**src/rtl/mdix_seq_pkg.sv**
```systemverilog
// Package: shared state encoding, status layout and PHY register map
// for the auto-MDIX link sequencer.
package mdix_seq_pkg;

    typedef enum logic [3:0] {
        ST_WAIT,
        ST_POLL,
        ST_CONFIRM,
        ST_MODE,
        ST_EXPAN,
        ST_ADVERT,
        ST_PARTNER,
        ST_DONE,
        ST_FAIL
    } seq_state_e;

    typedef struct packed {
        logic link;
        logic pause;
        logic full;
        logic fast;
    } port_stat_t;

    localparam logic [4:0] REG_BASIC   = 5'd1;
    localparam logic [4:0] REG_ADVERT  = 5'd4;
    localparam logic [4:0] REG_PARTNER = 5'd5;
    localparam logic [4:0] REG_EXPAN   = 5'd6;
    localparam logic [4:0] REG_VSTAT   = 5'd31;

    localparam int BIT_LINK     = 2;
    localparam int BIT_ANEG_OK  = 3;
    localparam int BIT_COMPLETE = 5;
    localparam int BIT_LP_ANEG  = 0;
    localparam int BIT_PAUSE    = 10;

endpackage

```
**src/rtl/mdix_interval_timer.sv**
```systemverilog
// Interval timer: counts cycles while 'run' is high and flags the last
// cycle of a WAIT_CYCLES-long interval. Assumes run drops once expired.
module mdix_interval_timer #(
    parameter int WAIT_CYCLES = 200_000_000
) (
    input  logic clk,
    input  logic rst_n,
    input  logic run,
    output logic expired
);
    localparam int CW = (WAIT_CYCLES > 1) ? $clog2(WAIT_CYCLES) : 1;
    localparam logic [CW-1:0] LAST = CW'(WAIT_CYCLES - 1);

    logic [CW-1:0] cnt_q;

    // Count cycles of the current interval, cleared whenever idle.
    always_ff @(posedge clk) begin
        if (!rst_n || !run) cnt_q <= '0;
        else                cnt_q <= cnt_q + 1'b1;
    end

    assign expired = run && (cnt_q == LAST);

    // a running interval never counts past its end.
    p_count_bounded_r2: assert property (@(posedge clk) disable iff (!rst_n)
        run |-> (cnt_q <= LAST));

    // expiry is followed by the owner leaving the wait.
    p_expire_once_r2: assert property (@(posedge clk) disable iff (!rst_n)
        expired |=> !expired);

endmodule

```
**src/rtl/mdix_mode_decode.sv**
```systemverilog
// Speed/duplex decoder: maps the 3-bit PHY mode code to speed and duplex
// flags. Unlisted codes give 10 Mb/s half duplex (both flags low).
module mdix_mode_decode (
    input  logic [2:0] code,
    output logic       fast,
    output logic       full
);
    // Translate the mode code into the two status flags.
    always_comb begin
        fast = 1'b0;
        full = 1'b0;
        case (code)
            3'd1:    begin fast = 1'b0; full = 1'b0; end
            3'd5:    begin fast = 1'b0; full = 1'b1; end
            3'd2:    begin fast = 1'b1; full = 1'b0; end
            3'd6:    begin fast = 1'b1; full = 1'b1; end
            default: begin fast = 1'b0; full = 1'b0; end
        endcase
    end
endmodule

```
**src/rtl/mdix_link_seq.sv**
```systemverilog
// Auto-MDIX link sequencer (top). Polls PHY register 1 once per interval,
// inverting the pair select after each failed poll, then reads speed,
// duplex and pause results and writes the port status word once.
// Assumes the MDIO master answers each held request with one rd_done pulse.
module mdix_link_seq
    import mdix_seq_pkg::*;
#(
    parameter int         WAIT_CYCLES = 200_000_000,
    parameter int         MAX_POLLS   = 100,
    parameter logic [4:0] PHY_ADDR    = 5'd6
) (
    input  logic        clk,
    input  logic        rst_n,
    output logic        mdix_sel,
    output logic        rd_req,
    output logic [4:0]  rd_phy,
    output logic [4:0]  rd_reg,
    input  logic        rd_done,
    input  logic [15:0] rd_data,
    output logic [3:0]  port_status,
    output logic        link_fail
);
    localparam int TW = $clog2(MAX_POLLS + 1);
    localparam logic [TW-1:0] LAST_TRY = TW'(MAX_POLLS - 1);

    seq_state_e    state_q;
    port_stat_t    stat_q;
    logic [TW-1:0] tries_q;
    logic          sel_q, fail_q, aneg_q, fast_q, full_q;
    logic          wait_over, dec_fast, dec_full;
    logic          unused_data;

    assign unused_data = ^{rd_data[15:11], rd_data[9:6], rd_data[1]};

    mdix_interval_timer #(.WAIT_CYCLES(WAIT_CYCLES)) u_timer (
        .clk     (clk),
        .rst_n   (rst_n),
        .run     (state_q == ST_WAIT),
        .expired (wait_over)
    );

    mdix_mode_decode u_decode (
        .code (rd_data[4:2]),
        .fast (dec_fast),
        .full (dec_full)
    );

    // Pick the register address that belongs to the current read state.
    always_comb begin
        case (state_q)
            ST_POLL, ST_CONFIRM: rd_reg = REG_BASIC;
            ST_MODE:             rd_reg = REG_VSTAT;
            ST_EXPAN:            rd_reg = REG_EXPAN;
            ST_ADVERT:           rd_reg = REG_ADVERT;
            ST_PARTNER:          rd_reg = REG_PARTNER;
            default:             rd_reg = 5'd0;
        endcase
    end

    assign rd_req      = (state_q inside {ST_POLL, ST_CONFIRM, ST_MODE,
                                          ST_EXPAN, ST_ADVERT, ST_PARTNER});
    assign rd_phy      = PHY_ADDR;
    assign mdix_sel    = sel_q;
    assign link_fail   = fail_q;
    assign port_status = stat_q;

    // Sequence the polls, the pairing swaps and the status reads.
    always_ff @(posedge clk) begin
        if (!rst_n) begin
            state_q <= ST_WAIT;
            stat_q  <= '0;
            tries_q <= '0;
            sel_q   <= 1'b0;
            fail_q  <= 1'b0;
            aneg_q  <= 1'b0;
            fast_q  <= 1'b0;
            full_q  <= 1'b0;
        end else begin
            case (state_q)
                ST_WAIT: if (wait_over) state_q <= ST_POLL;
                ST_POLL: if (rd_done) begin
                    if (rd_data[BIT_LINK]) begin
                        state_q <= ST_CONFIRM;
                    end else begin
                        sel_q <= ~sel_q;
                        if (tries_q == LAST_TRY) begin
                            fail_q  <= 1'b1;
                            state_q <= ST_FAIL;
                        end else begin
                            tries_q <= tries_q + 1'b1;
                            state_q <= ST_WAIT;
                        end
                    end
                end
                ST_CONFIRM: if (rd_done) begin
                    if (rd_data[BIT_COMPLETE]) begin
                        aneg_q  <= rd_data[BIT_ANEG_OK];
                        state_q <= ST_MODE;
                    end else begin
                        state_q <= ST_DONE;
                    end
                end
                ST_MODE: if (rd_done) begin
                    fast_q <= dec_fast;
                    full_q <= dec_full;
                    if (aneg_q) begin
                        state_q <= ST_EXPAN;
                    end else begin
                        stat_q  <= {1'b1, 1'b0, dec_full, dec_fast};
                        state_q <= ST_DONE;
                    end
                end
                ST_EXPAN: if (rd_done) begin
                    if (rd_data[BIT_LP_ANEG]) begin
                        state_q <= ST_ADVERT;
                    end else begin
                        stat_q  <= {1'b1, 1'b0, full_q, fast_q};
                        state_q <= ST_DONE;
                    end
                end
                ST_ADVERT: if (rd_done) begin
                    if (rd_data[BIT_PAUSE]) begin
                        state_q <= ST_PARTNER;
                    end else begin
                        stat_q  <= {1'b1, 1'b0, full_q, fast_q};
                        state_q <= ST_DONE;
                    end
                end
                ST_PARTNER: if (rd_done) begin
                    stat_q  <= {1'b1, rd_data[BIT_PAUSE], full_q, fast_q};
                    state_q <= ST_DONE;
                end
                default: ;
            endcase
        end
    end

    // the first cycle after reset starts straight pairing, all clear.
    p_reset_clear_r1: assert property (@(posedge clk)
        $rose(rst_n) |-> (!mdix_sel && !link_fail && port_status == 4'd0 && !rd_req));

    // a failed poll flips the pairing on the next cycle.
    p_swap_on_miss_r3: assert property (@(posedge clk) disable iff (!rst_n)
        (state_q == ST_POLL && rd_done && !rd_data[BIT_LINK]) |=> (mdix_sel != $past(mdix_sel)));

    // the fail flag is sticky and silences the request line.
    p_fail_sticky_r4: assert property (@(posedge clk) disable iff (!rst_n)
        link_fail |=> (link_fail && !rd_req));

    // a written status always carries link up.
    p_link_marked_r9: assert property (@(posedge clk) disable iff (!rst_n)
        (port_status != 4'd0) |-> port_status[3]);

    // a request holds with a stable address until done.
    p_req_hold_r10: assert property (@(posedge clk) disable iff (!rst_n)
        (rd_req && !rd_done) |=> (rd_req && $stable(rd_reg)));

    // pairing never moves once link has been found.
    p_sel_frozen_r11: assert property (@(posedge clk) disable iff (!rst_n)
        (state_q inside {ST_CONFIRM, ST_MODE, ST_EXPAN, ST_ADVERT, ST_PARTNER, ST_DONE})
        |=> $stable(mdix_sel));

endmodule

```
**config.mk**
```make
export PLATFORM = sky130hd
export DESIGN_NAME = mdix_link_seq
export DESIGN_NICKNAME = d
export VERILOG_FILES = /design/src/rtl/mdix_seq_pkg.sv /design/src/rtl/mdix_interval_timer.sv /design/src/rtl/mdix_mode_decode.sv /design/src/rtl/mdix_link_seq.sv
export SDC_FILE = /design/constraint.sdc
export NUM_CORES = 1
export LEC_CHECK = 0
export BUFFER_PORTS_ARGS = -buffer_cell sky130_fd_sc_hd__buf_2
export CORE_MARGIN = 2
export CORE_UTILIZATION = 25
export DETAILED_ROUTE_END_ITERATION = 16
export SETUP_SLACK_MARGIN = 0.3
export SYNTH_ARGS = -nofsm -noshare
export SYNTH_HDL_FRONTEND = slang
export SYNTH_SLANG_ARGS = --single-unit
export TNS_END_PERCENT = 10
```
**constraint.sdc**
```tcl
create_clock -name clk -period 3.8 [get_ports clk]
set_input_delay 0.38 -clock clk [delete_from_list [all_inputs] [get_ports clk]]
set_output_delay 0.38 -clock clk [all_outputs]
set_load 0.02 [all_outputs]
```
# [Word level (Yosys, flattened, before mapping)]
# Cells that the tools add are included.
[op_classes] n_addsub=2 eq_ne=21 muxes=25 bitwise_logic=3 reduce_logical=18
[ops] cell="two-way mux 4 bit" count=16
[ops] cell="adder 28 x 1 -> 28 bit, second input constant" count=1
[ops] cell="equality test 28 bit, second input constant" count=1
[ops] cell="one-hot mux 4 bit (7 select lines)" count=1
[ops] cell="one-hot mux 5 bit (5 select lines)" count=1
[ops] cell="inequality test 2 bit, second input constant" count=10
[ops] cell="one-hot mux 4 bit (4 select lines)" count=1
[ops] cell="AND reduction 8 bit" count=2
[ops] cell="equality test 4 x 3 -> 1 bit, second input constant" count=3
[ops] cell="equality test 4 x 2 -> 1 bit, second input constant" count=2
[ops] cell="AND reduction 4 bit" count=2
[ops] cell="adder 7 x 1 -> 7 bit, second input constant" count=1
[ops] cell="equality test 7 bit, second input constant" count=1
[ops] cell="nonzero test 7 bit" count=1
[ops] cell="equality test 3 bit, second input constant" count=2
[ops] cell="AND reduction 3 bit" count=2
[ops] cell="nonzero test 6 bit" count=1
[ops] cell="OR reduction 2 bit" count=3
[ops] cell="equality test 4 x 1 -> 1 bit, second input constant" count=1
[ops] cell="zero test 4 bit" count=1
[ops] cell="two-way mux 2 bit" count=2
[ops] cell="nonzero test 4 bit" count=1
[ops] cell="equality test 3 x 2 -> 1 bit, second input constant" count=1
[ops] cell="two-way mux 1 bit" count=3
[ops] cell="6 further kinds" count=9
[totals] reg_bits=48 input_bits=19 elab_cells=81

# [Depth between registers and ports, before layout]
[depth] ltp_word=6 ltp_mapped=8

# [Cells and area by module]
# From an unflattened synthesis, not the netlist that was laid out.
[hier_totals] cells_unflattened=313 area_unflattened_um2=2573.7
[by_module_without_submodules] mod="mdix_interval_timer" n_inst=1 cells_per_inst=162 area_per_inst_um2=1366.3
[by_module_without_submodules] mod="mdix_link_seq" n_inst=1 cells_per_inst=148 area_per_inst_um2=1179.9
[by_module_without_submodules] mod="mdix_mode_decode" n_inst=1 cells_per_inst=3 area_per_inst_um2=27.5

# [Worst setup path before layout]
# OpenSTA, ideal clock, no wires.
[synth_path] path_kind="register to output" from="register state_q[0]" to="output rd_reg[0]" arrival_time_ps=1349 t_required_ps=3420 slack_ps=2071 path_stages_with_launch=5 path_buffers=2 path_cell_list="dfxtp_1 > buf_6 > clkbuf_1 > nor2_1 > a211oi_1"
[synth_via] elab_chain_cells=3 elab_cells_between_ends=8 classes_between="eq/ne (6); mux (1); reduce/logical (1)"
[synth_rtl] element="start: declaration" line="mdix_link_seq.sv:26" text="seq_state_e state_q;"
[synth_rtl] element="start signal: assignment" line="mdix_link_seq.sv:70" text="state_q <= ST_WAIT;"
[synth_rtl] element="start signal: assignment" line="mdix_link_seq.sv:80" text="ST_WAIT: if (wait_over) state_q <= ST_POLL;"
[synth_rtl] element="start signal: assignment" line="mdix_link_seq.sv:83" text="state_q <= ST_CONFIRM;"
[synth_rtl] element="equality test 4 x 1 -> 1 bit or equality test 4 x 2 -> 1 bit (tied branches)" line="mdix_link_seq.sv:50" text="case (state_q)"
[synth_rtl] element="OR reduction 2 bit" line="mdix_link_seq.sv:50"
[synth_rtl] element="one-hot mux 5 bit (5 select lines) (*)" line="mdix_link_seq.sv:50"
[synth_rtl] element="end: declaration" line="mdix_link_seq.sv:17" text="output logic [4:0] rd_reg,"
# Every way passes the cells marked *; elsewhere a longest branch is shown, timed or not.

# [Worst setup path after layout]
# Ends and elaborated chain as after synthesis.

==> results.json <==
{
  "power_density_nw_per_um2": 329,
  "cts_resized": 0,
  "die_x_um": 103,
  "coreArea_um2": 9640,
  "fin_hold_ws_ns": 0.381,
  "worstHoldPathType": "input pin to flip-flop",
  "power_mw": 0.896,
  "cts-buffers-inserted": 5,
  "cts_hold_buf": 0,
  "crit_start": "state_q[0]",
  "antenna_cells": 0,
  "syn_inst": 284,
  "worstPathRequired_ns": 3.42,
  "drtIter0Drc": 91,
  "portBuffers": 20,
  "drive_gt1_frac": 0.115,
  "cts_tree": "yes",
  "setup_tns_ns": 0,
  "viasPerCell": 4.45,
  "startpoint_type": "flip-flop",
  "place_congestion": 0.785,
  "cts_buffer_depth": 2,
  "grt_remaining_overflow": 0,
  "async_flop_share": 0,
  "finalHoldViolCount": 0,
  "dr.pass1.iters": 4,
  "fin_crit_ns": 2.02,
  "slew_headroom": 0.411,
  "end_kind": "primary output",
  "period_share": 0.533,
  "rsz0062_at_grt": "no",
  "worstSetupEndpoint": "rd_reg[0]",
  "track_usage": 0.0937,
  "dp_hpwl_mm": 3.31,
  "status": "complete, no violations",
  "vias": 1909,
  "worst_ep_arrival_time_ns": 1.64,
  "worstSetupPathType": "flip-flop to primary output",
  "synth_seq_cells": 48,
  "vdd_drop_max_uv": 129,
  "synth_area_um2": 2450,
  "ys_types": 49,
  "setup_viol_count_final": 0,
  "cellLeakagePower_nw": 1.10,
  "io_pins": 36,
  "tightest_slew_ns": 0.881,
  "r2r_slack_ns": 1.86,
  "wirelength_mm": 4.67,
  "syn_avg_cell_area_um2": 8.64,
  "clk_pin_slew_ns": 0.08,
  "yosysSeqAreaShare": 0.392,
  "grt_pass1_vias": 1848,
  "slowest_stage": "dfxtp_1",
  "reg2reg_to": "state_q[0]",
  "wl_per_cell_um": 10.9,
  "clock_sinks": 48,
  "crit_cells": 3,
  "floorplan.initialDensity": 0.254,
  "synth_edf_count": 0,
  "nets": 316,
  "dieArea_um2": 10600,
  "rows": 36,
  "htree_num_levels": 2,
  "die_h_um": 103,
  "r2r-start": "u_timer.cnt_q[0]",
  "synth_top_flop_cell": "dfxtp_1",
  "yosys_warnings": 0,
  "path_max_fanout": 17,
  "path_cells": "nor2_1, a211oi_1, buf_2",
  "antenna_found_initial": 0,
  "cts_setup_buffers": 0,
  "drc": 0,
  "r2r_cells": 6,
  "clockRootBuffer": "clkbuf_8",
  "clock_skew_ns": 0.00504,
  "clk_latency_ns": 0.30,
  "crit_family": "flip-flops",
  "cp_num_buf_inv": 1,
  "fmax_mhz": 494,
  "ant_nets": 0,
  "cap_violations": 0,
  "final_util": 0.283,
  "grt_max_degree": 28,
  "grt_pass1_wl_mm": 8.07,
  "max_stage_delay_ns": 0.70,
  "syn2layout_area_growth_pct": 11.2,
  "drv_slew": 0
}
==> worst min-delay path: cells and delay by family <==
kind | cells | cell delay (ns)
multiplexers | 1 | 0.06
buffers and inverters | 1 | 0.10
AND/OR/NAND/NOR | 1 | 0.10
==> area by class of cell <==
cell class              instances  area, um2
repair buffers                 20        100
clock inverters                 2       35.0
inverters                       7       26.3
well taps                     133        166
fillers                      1046       6910
clock buffers                   6       72.6
multi-input cells             213       1370
flip-flops and latches         48        961
==> sequential cells by signal, summed over array words and instances (netlist names) <==
| register | count |
|---|---|
| u_timer.cnt_q | 28 |
| tries_q | 7 |
| port_status | 4 |
| state_q | 4 |
| aneg_q | 1 |
| fast_q | 1 |
| full_q | 1 |
| link_fail | 1 |
| mdix_sel | 1 |
==> layer usage <==
metal	routed length [um]	GRT usage	vias up
li1	-	-	988
met1	2260	0.117	883
met2	2200	0.157	31
met3	114	0.0197	7
met4	93	0.0395	0
met5	0	0	-
==> stage by stage <==
stage	area [um2]	worst slack, ns	instances
after global routing	2730	1.64	429
after floorplan	2460	2.07	287
after detailed placement	2620	1.88	421
after global placement	2620	1.91	421
after CTS	2730	1.79	429
final	2730	1.78	429
==> synth_stat cells, types with 3 or more instances <==
master / instances / area share
o21ai_0: 4 / 0.0082
nand3_1: 16 / 0.033
nand2_1: 23 / 0.035
xnor2_1: 9 / 0.032
and4_1: 4 / 0.014
buf_2: 5 / 0.010
inv_1: 7 / 0.011
nor2b_1: 9 / 0.023
xor2_1: 23 / 0.082
nand4_1: 14 / 0.036
and3_1: 6 / 0.015
a21boi_0: 3 / 0.0092
and2_1: 8 / 0.020
mux2i_1: 6 / 0.024
buf_4: 7 / 0.021
dfxtp_1: 48 / 0.39
a21oi_1: 4 / 0.0082
nor2_1: 39 / 0.060
clkbuf_1: 5 / 0.0077
nor4_4: 3 / 0.026
nor3_1: 4 / 0.0082
==> where the power goes <==
group | switching (mW) | total (mW) | internal, mW
Sequential | 0.00255 | 0.508 | 0.505
Clock | 0.163 | 0.358 | 0.195
Combinational | 0.0203 | 0.0305 | 0.0102
==> cell usage in the layout, fill, tap and decap left out, drive strengths merged, types with 2 or more instances in the layout <==
cell and n:
nor2b 9, mux2i 6, ha 2, inv 7
a21boi 4, nor2 39, nand2b 2, nand3 16
nor3 5, xnor2 9, a31oi 2, and4 4
xor2 23, conb 5, o31ai 2, a21oi 4
o31a 2, and2b 2, buf 20, nor4 4
and3 6, and2 8, o21ai 5, nand2 23
and4b 2, dfxtp 48, nand4 14, mux2 2
clkbuf 6
==> cells by family (layout without fill, tap and decap cells) <==
kind of cell / count (synthesis) / count (layout) / synth area share
simple gates: 141 / 141 / 0.320
flops: 48 / 48 / 0.392
xor+xnor: 32 / 32 / 0.114
buf+inv: 26 / 35 / 0.0561
compound gates: 25 / 25 / 0.0704
mux: 8 / 8 / 0.0337
fa+ha+maj: 2 / 2 / 0.0102
other cells: 2 / 5 / 0.00306
==> worst min-delay path by stage <==
stage                          start               end  slack [ns]  cells after the start
detailed placement    port_status[2]    port_status[2]        0.44                      2
global placement      port_status[2]    port_status[2]        0.44                      2
CTS                       rd_data[3]            aneg_q        0.39                      3
floorplan           u_timer.cnt_q[0]  u_timer.cnt_q[0]        0.43                      1
finish                    rd_data[3]            aneg_q        0.38                      3
global route              rd_data[3]            aneg_q        0.41                      3
Power figures use the tool's default switching activity.
